[src/rtl/mbx_irq_pkg.sv]
package mbx_irq_pkg;

  // Control lines of one port, all active low except the read/write level.
  typedef struct packed {
    logic sel_n;
    logic oe_n;
    logic wr_n;
  } mbx_ctl_t;

  // How a port acknowledges its own mailbox word.
  typedef enum logic {
    CLR_ON_ACCESS = 1'b0,
    CLR_ON_READ   = 1'b1
  } mbx_clr_mode_e;

  function automatic logic ctl_is_write(mbx_ctl_t c);
    return !c.sel_n && !c.wr_n;
  endfunction

  function automatic logic ctl_is_access(mbx_ctl_t c);
    return !c.sel_n && !c.oe_n;
  endfunction

  function automatic logic ctl_is_read(mbx_ctl_t c);
    return !c.sel_n && !c.oe_n && c.wr_n;
  endfunction

  // Next pending value: a raise dominates a clear.
  function automatic logic pending_next(logic cur, logic raise, logic clear);
    return raise | (cur & ~clear);
  endfunction

endpackage

[src/rtl/mbx_port_decode.sv]
module mbx_port_decode
  import mbx_irq_pkg::*;
#(
  parameter int            ADDR_W    = 16,
  parameter mbx_clr_mode_e CLR_MODE  = CLR_ON_ACCESS,
  parameter logic [ADDR_W-1:0] OWN_ADDR  = '1,
  parameter logic [ADDR_W-1:0] PEER_ADDR = '1
) (
  input  mbx_ctl_t          ctl,
  input  logic [ADDR_W-1:0] addr,
  output logic              raise_peer,
  output logic              clear_own
);

  logic own_hit;
  logic peer_hit;
  logic ack_cycle;

  assign own_hit  = (addr == OWN_ADDR);
  assign peer_hit = (addr == PEER_ADDR);

  // Raising the opposite port: any write to the opposite port's word.
  assign raise_peer = ctl_is_write(ctl) && peer_hit;

  generate
    if (CLR_MODE == CLR_ON_READ) begin : g_clr_read
      assign ack_cycle = ctl_is_read(ctl);
    end else begin : g_clr_access
      assign ack_cycle = ctl_is_access(ctl);
    end
  endgenerate

  assign clear_own = ack_cycle && own_hit;

endmodule

[src/rtl/mbx_flag.sv]
module mbx_flag
  import mbx_irq_pkg::*;
(
  input  logic clk,
  input  logic rst_n,
  input  logic en,
  input  logic raise,
  input  logic clear,
  output logic irq_n
);

  logic pending;

  always_ff @(posedge clk or negedge rst_n) begin
    if (!rst_n) begin
      pending <= 1'b0;
    end else if (en) begin
      pending <= pending_next(pending, raise, clear);
    end
  end

  assign irq_n = ~pending;


  raise_wins_chk: assert property (@(posedge clk) disable iff (!rst_n)
    (en && raise) |=> !irq_n);


  clear_takes_chk: assert property (@(posedge clk) disable iff (!rst_n)
    (en && clear && !raise) |=> irq_n);


  disabled_hold_chk: assert property (@(posedge clk) disable iff (!rst_n)
    !en |=> $stable(irq_n));


  idle_hold_chk: assert property (@(posedge clk) disable iff (!rst_n)
    (!raise && !clear) |=> $stable(irq_n));

endmodule

[src/rtl/mbx_irq_ctrl.sv]
module mbx_irq_ctrl
  import mbx_irq_pkg::*;
#(
  parameter int ADDR_W = 16
) (
  input  logic              clk,
  input  logic              rst_n,
  input  logic              mbx_en,
  input  logic              a_sel_n,
  input  logic              a_oe_n,
  input  logic              a_wr_n,
  input  logic [ADDR_W-1:0] a_addr,
  input  logic              b_sel_n,
  input  logic              b_oe_n,
  input  logic              b_wr_n,
  input  logic [ADDR_W-1:0] b_addr,
  output logic              irq_a_n,
  output logic              irq_b_n
);

  localparam int NPORT = 2;
  localparam logic [ADDR_W-1:0] MBX_B_ADDR = '1;
  localparam logic [ADDR_W-1:0] MBX_A_ADDR = MBX_B_ADDR - 1'b1;

  mbx_ctl_t          port_ctl  [NPORT];
  logic [ADDR_W-1:0] port_addr [NPORT];
  logic [NPORT-1:0]  raise_peer;
  logic [NPORT-1:0]  clear_own;
  logic [NPORT-1:0]  irq_n_vec;

  assign port_ctl[0]  = '{sel_n: a_sel_n, oe_n: a_oe_n, wr_n: a_wr_n};
  assign port_ctl[1]  = '{sel_n: b_sel_n, oe_n: b_oe_n, wr_n: b_wr_n};
  assign port_addr[0] = a_addr;
  assign port_addr[1] = b_addr;

  generate
    for (genvar p = 0; p < NPORT; p++) begin : g_port
      mbx_port_decode #(
        .ADDR_W   (ADDR_W),
        .CLR_MODE ((p == 0) ? CLR_ON_ACCESS : CLR_ON_READ),
        .OWN_ADDR ((p == 0) ? MBX_A_ADDR : MBX_B_ADDR),
        .PEER_ADDR((p == 0) ? MBX_B_ADDR : MBX_A_ADDR)
      ) u_dec (
        .ctl       (port_ctl[p]),
        .addr      (port_addr[p]),
        .raise_peer(raise_peer[p]),
        .clear_own (clear_own[p])
      );

      mbx_flag u_flag (
        .clk  (clk),
        .rst_n(rst_n),
        .en   (mbx_en),
        .raise(raise_peer[NPORT-1-p]),
        .clear(clear_own[p]),
        .irq_n(irq_n_vec[p])
      );
    end
  endgenerate

  assign irq_a_n = irq_n_vec[0];
  assign irq_b_n = irq_n_vec[1];


  reset_idle_chk: assert property (@(posedge clk)
    !rst_n |=> (irq_a_n && irq_b_n));


  a_fall_cause_chk: assert property (@(posedge clk) disable iff (!rst_n)
    $fell(irq_a_n) |-> $past(mbx_en && !b_sel_n && !b_wr_n && (b_addr == MBX_A_ADDR)));


  b_fall_cause_chk: assert property (@(posedge clk) disable iff (!rst_n)
    $fell(irq_b_n) |-> $past(mbx_en && !a_sel_n && !a_wr_n && (a_addr == MBX_B_ADDR)));


  b_rise_cause_chk: assert property (@(posedge clk) disable iff (!rst_n)
    $rose(irq_b_n) |-> $past(!b_sel_n && !b_oe_n && b_wr_n && (b_addr == MBX_B_ADDR)));


  a_rise_cause_chk: assert property (@(posedge clk) disable iff (!rst_n)
    $rose(irq_a_n) |-> $past(!a_sel_n && !a_oe_n && (a_addr == MBX_A_ADDR)));

endmodule

[config.mk]
export PLATFORM = sky130hd
export DESIGN_NAME = mbx_irq_ctrl
export DESIGN_NICKNAME = d
export VERILOG_FILES = /design/src/rtl/mbx_irq_pkg.sv /design/src/rtl/mbx_port_decode.sv /design/src/rtl/mbx_flag.sv /design/src/rtl/mbx_irq_ctrl.sv
export SDC_FILE = /design/constraint.sdc
export NUM_CORES = 1
export LEC_CHECK = 0
export ABC_AREA = 0
export BUFFER_PORTS_ARGS = -buffer_cell sky130_fd_sc_hd__buf_2
export CAP_MARGIN = 30
export CORE_AREA = 2 2 39 41
export DETAILED_ROUTE_END_ITERATION = 12
export DIE_AREA = 0 0 41 43
export SYNTH_ARGS = -nofsm -noshare
export SYNTH_HDL_FRONTEND = slang
export SYNTH_HIERARCHICAL = 1
export SYNTH_SLANG_ARGS = --single-unit
[constraint.sdc]
create_clock -name clk -period 1.6 [get_ports clk]
set_input_delay 0.08 -clock clk [delete_from_list [all_inputs] [get_ports clk]]
set_output_delay 0.08 -clock clk [all_outputs]
set_load 0.02 [all_outputs]
After elaboration in Yosys (flattened, before gate mapping)
Index checks and enable logic that the tools add are counted.

Eq/ne operators: 4. Reduce and logical (&&, ||, !) cells: 15. Bitwise gates (word level): 8.

Operators with widths (number): $eq 16x16->1 const B (4); $logic_and 1x1->1 (9); $logic_not 1->1 (6); $not 1->1 (4); $and 1x1->1 (2); $or 1x1->1 (2).

Flip-flop bits (word level): 2. Input port bits: 41. Output and inout port bits: 2. Word-level logic and storage cells: 29.

Logic depth before layout (Yosys ltp)
Depth after elaboration: 7. Mapped depth: 5. Depth with buffers taken out: 5.

Modules after synthesis
Netlist, hierarchy kept.

Modules (own cells, without submodules): mbx_port_decode (area each 56.3 sq um, times used 2, cells each 7, seq. area each 0.0 sq um); mbx_flag (area each 41.3 sq um, times used 2, cells each 4, seq. area each 25.0 sq um).

Least setup slack after synthesis
No wires, ideal clock.

Kind: in2reg. Start point: in b_sel_n. End point: reg g_port[1].u_flag.pending. Setup slack: 0.565 ns. Data arrival time: 0.914 ns. Stages: 5. Setup time: 0.121 ns. Required time: 1.479 ns. Path buffers: 0. Cell sequence: nand4b_1 -> nor4_1 -> and4b_1 -> nand2_1 -> a22o_1.

Word-level cells in the longest chain between the ends: 7.

RTL lines: start, declared (line mbx_irq_ctrl.sv:13) `input logic b_sel_n,`; $logic_not 1->1 (line mbx_irq_pkg.sv:25) `return !c.sel_n && !c.oe_n && c.wr_n;`; $logic_and 1x1->1 (2 in a row) (line mbx_irq_pkg.sv:25); $logic_and 1x1->1 (line mbx_port_decode.sv:33) `assign clear_own = ack_cycle && own_hit;`; net clear_own[1] (line mbx_irq_ctrl.sv:28) `logic [NPORT-1:0] clear_own;`; $not 1->1 (line mbx_irq_pkg.sv:30) `return raise | (cur & ~clear);`; $and 1x1->1 (line mbx_irq_pkg.sv:30); $or 1x1->1 (line mbx_irq_pkg.sv:30); end signal, assigned (line mbx_flag.sv:18) `pending <= pending_next(pending, raise, clear);`; end, declared (line mbx_flag.sv:12) `logic pending;`.

The timed path passes the listed nets, and every way through them passes these cells. A chain may end at the register's enable or synchronous reset.

Worst setup path in the final report
Ends and elaborated chain as after synthesis.

==> results.cfg <==
[setup_path]
worst_setup_path_end_kind = register
crit_chain = buf_2 -> nand4b_1 -> nor4_1 -> and4b_1 -> nand2_1 -> a22o_1
cp.arrival_ns = 1.14
required_ns = 1.71
start_kind = primary input
slowest_stage = nor4_1
critPathMaxFanout = 2
slowest_delay_ns = 0.35
critPathKind = in -> reg

[layout]
n_fill_cell = 155
fin_area_um2 = 458
fin_util = 0.331
antenna_cells = 0
fin_nets = 111
top_regs = g_port.u_flag/pending (2)
largest_register = g_port.u_flag/pending
largest_register_ffs = 2
layout-drive-gt1-share = 0.706
area_delta_synth_final_pct = 135

[routing]
drt_first_pass_iters = 2
vias = 349
drt_iter0_markers = 1
vias_per_cell = 4.15
ant_nets = 0
wl_per_cell_um = 8.82
drcViolationCount = 0
wl_um = 741

[timing]
maxSlewHeadroom = 0.793
final_max_slew_viol_count = 0
fin_crit_sh = 0.643
finClkSkew_ns = 0
finalSetupViolCount = 0
rsz0062_at_grt = no
timing.hold.ws_ns = 0.130
hold_viol = 0
fin_crit_ns = 1.03
worstMarginPinSlew_ns = 0.308
tns_ns = 0
fmax_mhz = 972

[die]
initial_utilization = 0.141
die_w_um = 41
core_mm2 = 0.00138
die-area_mm2 = 0.00176
rows = 14
ios = 43
die_h_um = 43

[cts]
root_buffer = clkbuf_4
clk_latency_ns = 0.22
numCtsBuffers = 3
clk_pin_slew_ns = 0.03
cts_num_sinks = 2
cts_tree = done
htree_levels = 1
cts_buffer_depth = 2
cts.repair.resized = 0

[placement]
portBuffers = 42
hpwl_um = 684
place_area_um2 = 425
gp_congestion = 0.588

[global_routing]
grt_first_pass_wirelength_um = 1100
grt.total_usage = 0.0902
grt_overflow = 0
grt_pass1_vias = 320
grt_max_degree = 5
antenna_found_initial = 0

[synthesis]
synth_area_leaders = dfrtp_1, nand4_1, nor3b_2
netlist.area_leader.share = 0.256
synthDistinctLibCells = 10
yosysWarnings = 6
syn_area_um2 = 195
synth-seq-cells = 2
synth_seq_area_share = 0.256
synth_cells = 22
syn_avg_cell_area_um2 = 8.87
syn_nets = 63
synth_top_area_cell = dfrtp_1

[power_and_ir_drop]
max-vdd-ir-drop_v = 0.000119
p_total_w = 0.000215
power-per-cell-area_mw_per_mm2 = 469
leakagePower_nw = 0.238

[job]
max_cap_violations = 0

[outcome]
status = finished clean

[hold_path]
hold_path.class = in -> reg
-- synthesized netlist by cell type, drive strengths merged --
master / n
a22o: 2
and3b: 1
and4b: 1
dfrtp: 2
inv: 2
nand2: 2
nand4: 6
nand4b: 2
nor3b: 2
nor4: 2
-- power breakdown --
group	total (W)	switching [W]	internal (W)
Combinational	0.0000551	0.0000165	0.0000386
Clock	0.000109	0.0000264	0.0000826
Sequential	0.0000510	0.00000000524	0.0000510
-- worst max-delay path: cells and delay by family --
family,cells,cell delay (ns)
simple gates,4,0.80
compound gates,1,0.17
buf+inv,1,0.09
-- stage by stage --
step	setup slack [ns]	std cells
final	0.571	84
after global routing	0.418	84
after CTS	0.563	84
after detailed placement	0.327	80
after global placement	0.359	80
after floorplan	0.565	22
-- repair_timing --
| item | 4_1_cts | 5_1_grt |
|---|---|---|
| hold buffers | 1 | 0 |
| buffers inserted | 0 | 0 |
| endpoints found under the hold margin | 2 | 0 |
-- layout make-up --
class / count / area, um^2 / area share
flip-flops and latches: 2 / 50.0 / 0.109
clock buffers: 3 / 22.5 / 0.0492
repair buffers: 43 / 220 / 0.481
inverters: 2 / 7.51 / 0.0164
multi-input cells: 18 / 138 / 0.301
well taps: 16 / 20.0 / 0.0437
-- cell families (layout without fill, tap and decap cells) --
family                 after synthesis  after routing  synth area share
DFF                                  2              2             0.256
buffers and inverters                2             48            0.0385
AOI/OAI and AO/OA                    2              2            0.0898
and+or+nand+nor                     16             16             0.615
-- layout by cell type (no fill, tap or decap) --
master / count
a22o_1: 2
and3b_2: 1
and4b_1: 1
buf_2: 42
clkbuf_4: 3
dfrtp_1: 2
dlygate4sd3_1: 1
inv_1: 2
nand2_1: 2
nand4_1: 6
nand4b_1: 2
nor3b_2: 2
nor4_1: 2
-- per-layer routing --
layer	global-route usage	wire, um	vias to the layer above	share of wire
li1	-	-	185	-
met1	0.0958	258	147	0.35
met2	0.150	380	17	0.51
met3	0.0157	103	0	0.14
met4	0.0600	0	0	0
met5	0	0	-	0
-- final timing paths --
path,start,endpoint,slack (ns),cells after the start
setup / recovery,b_sel_n,g_port[1].u_flag/pending$_DFFE_PN0P_,0.57,6
hold / removal,mbx_en,g_port[1].u_flag/pending$_DFFE_PN0P_,0.13,2
setup reg to reg,g_port[0].u_flag/pending$_DFFE_PN0P_,g_port[0].u_flag/pending$_DFFE_PN0P_,0.92,1
hold reg to reg,g_port[1].u_flag/pending$_DFFE_PN0P_,g_port[1].u_flag/pending$_DFFE_PN0P_,0.49,1
max in group asynchronous,rst_n,g_port[0].u_flag/pending$_DFFE_PN0P_,1.32,2
min in group asynchronous,rst_n,g_port[1].u_flag/pending$_DFFE_PN0P_,0.18,2
(Power assumes the default switching activity.)
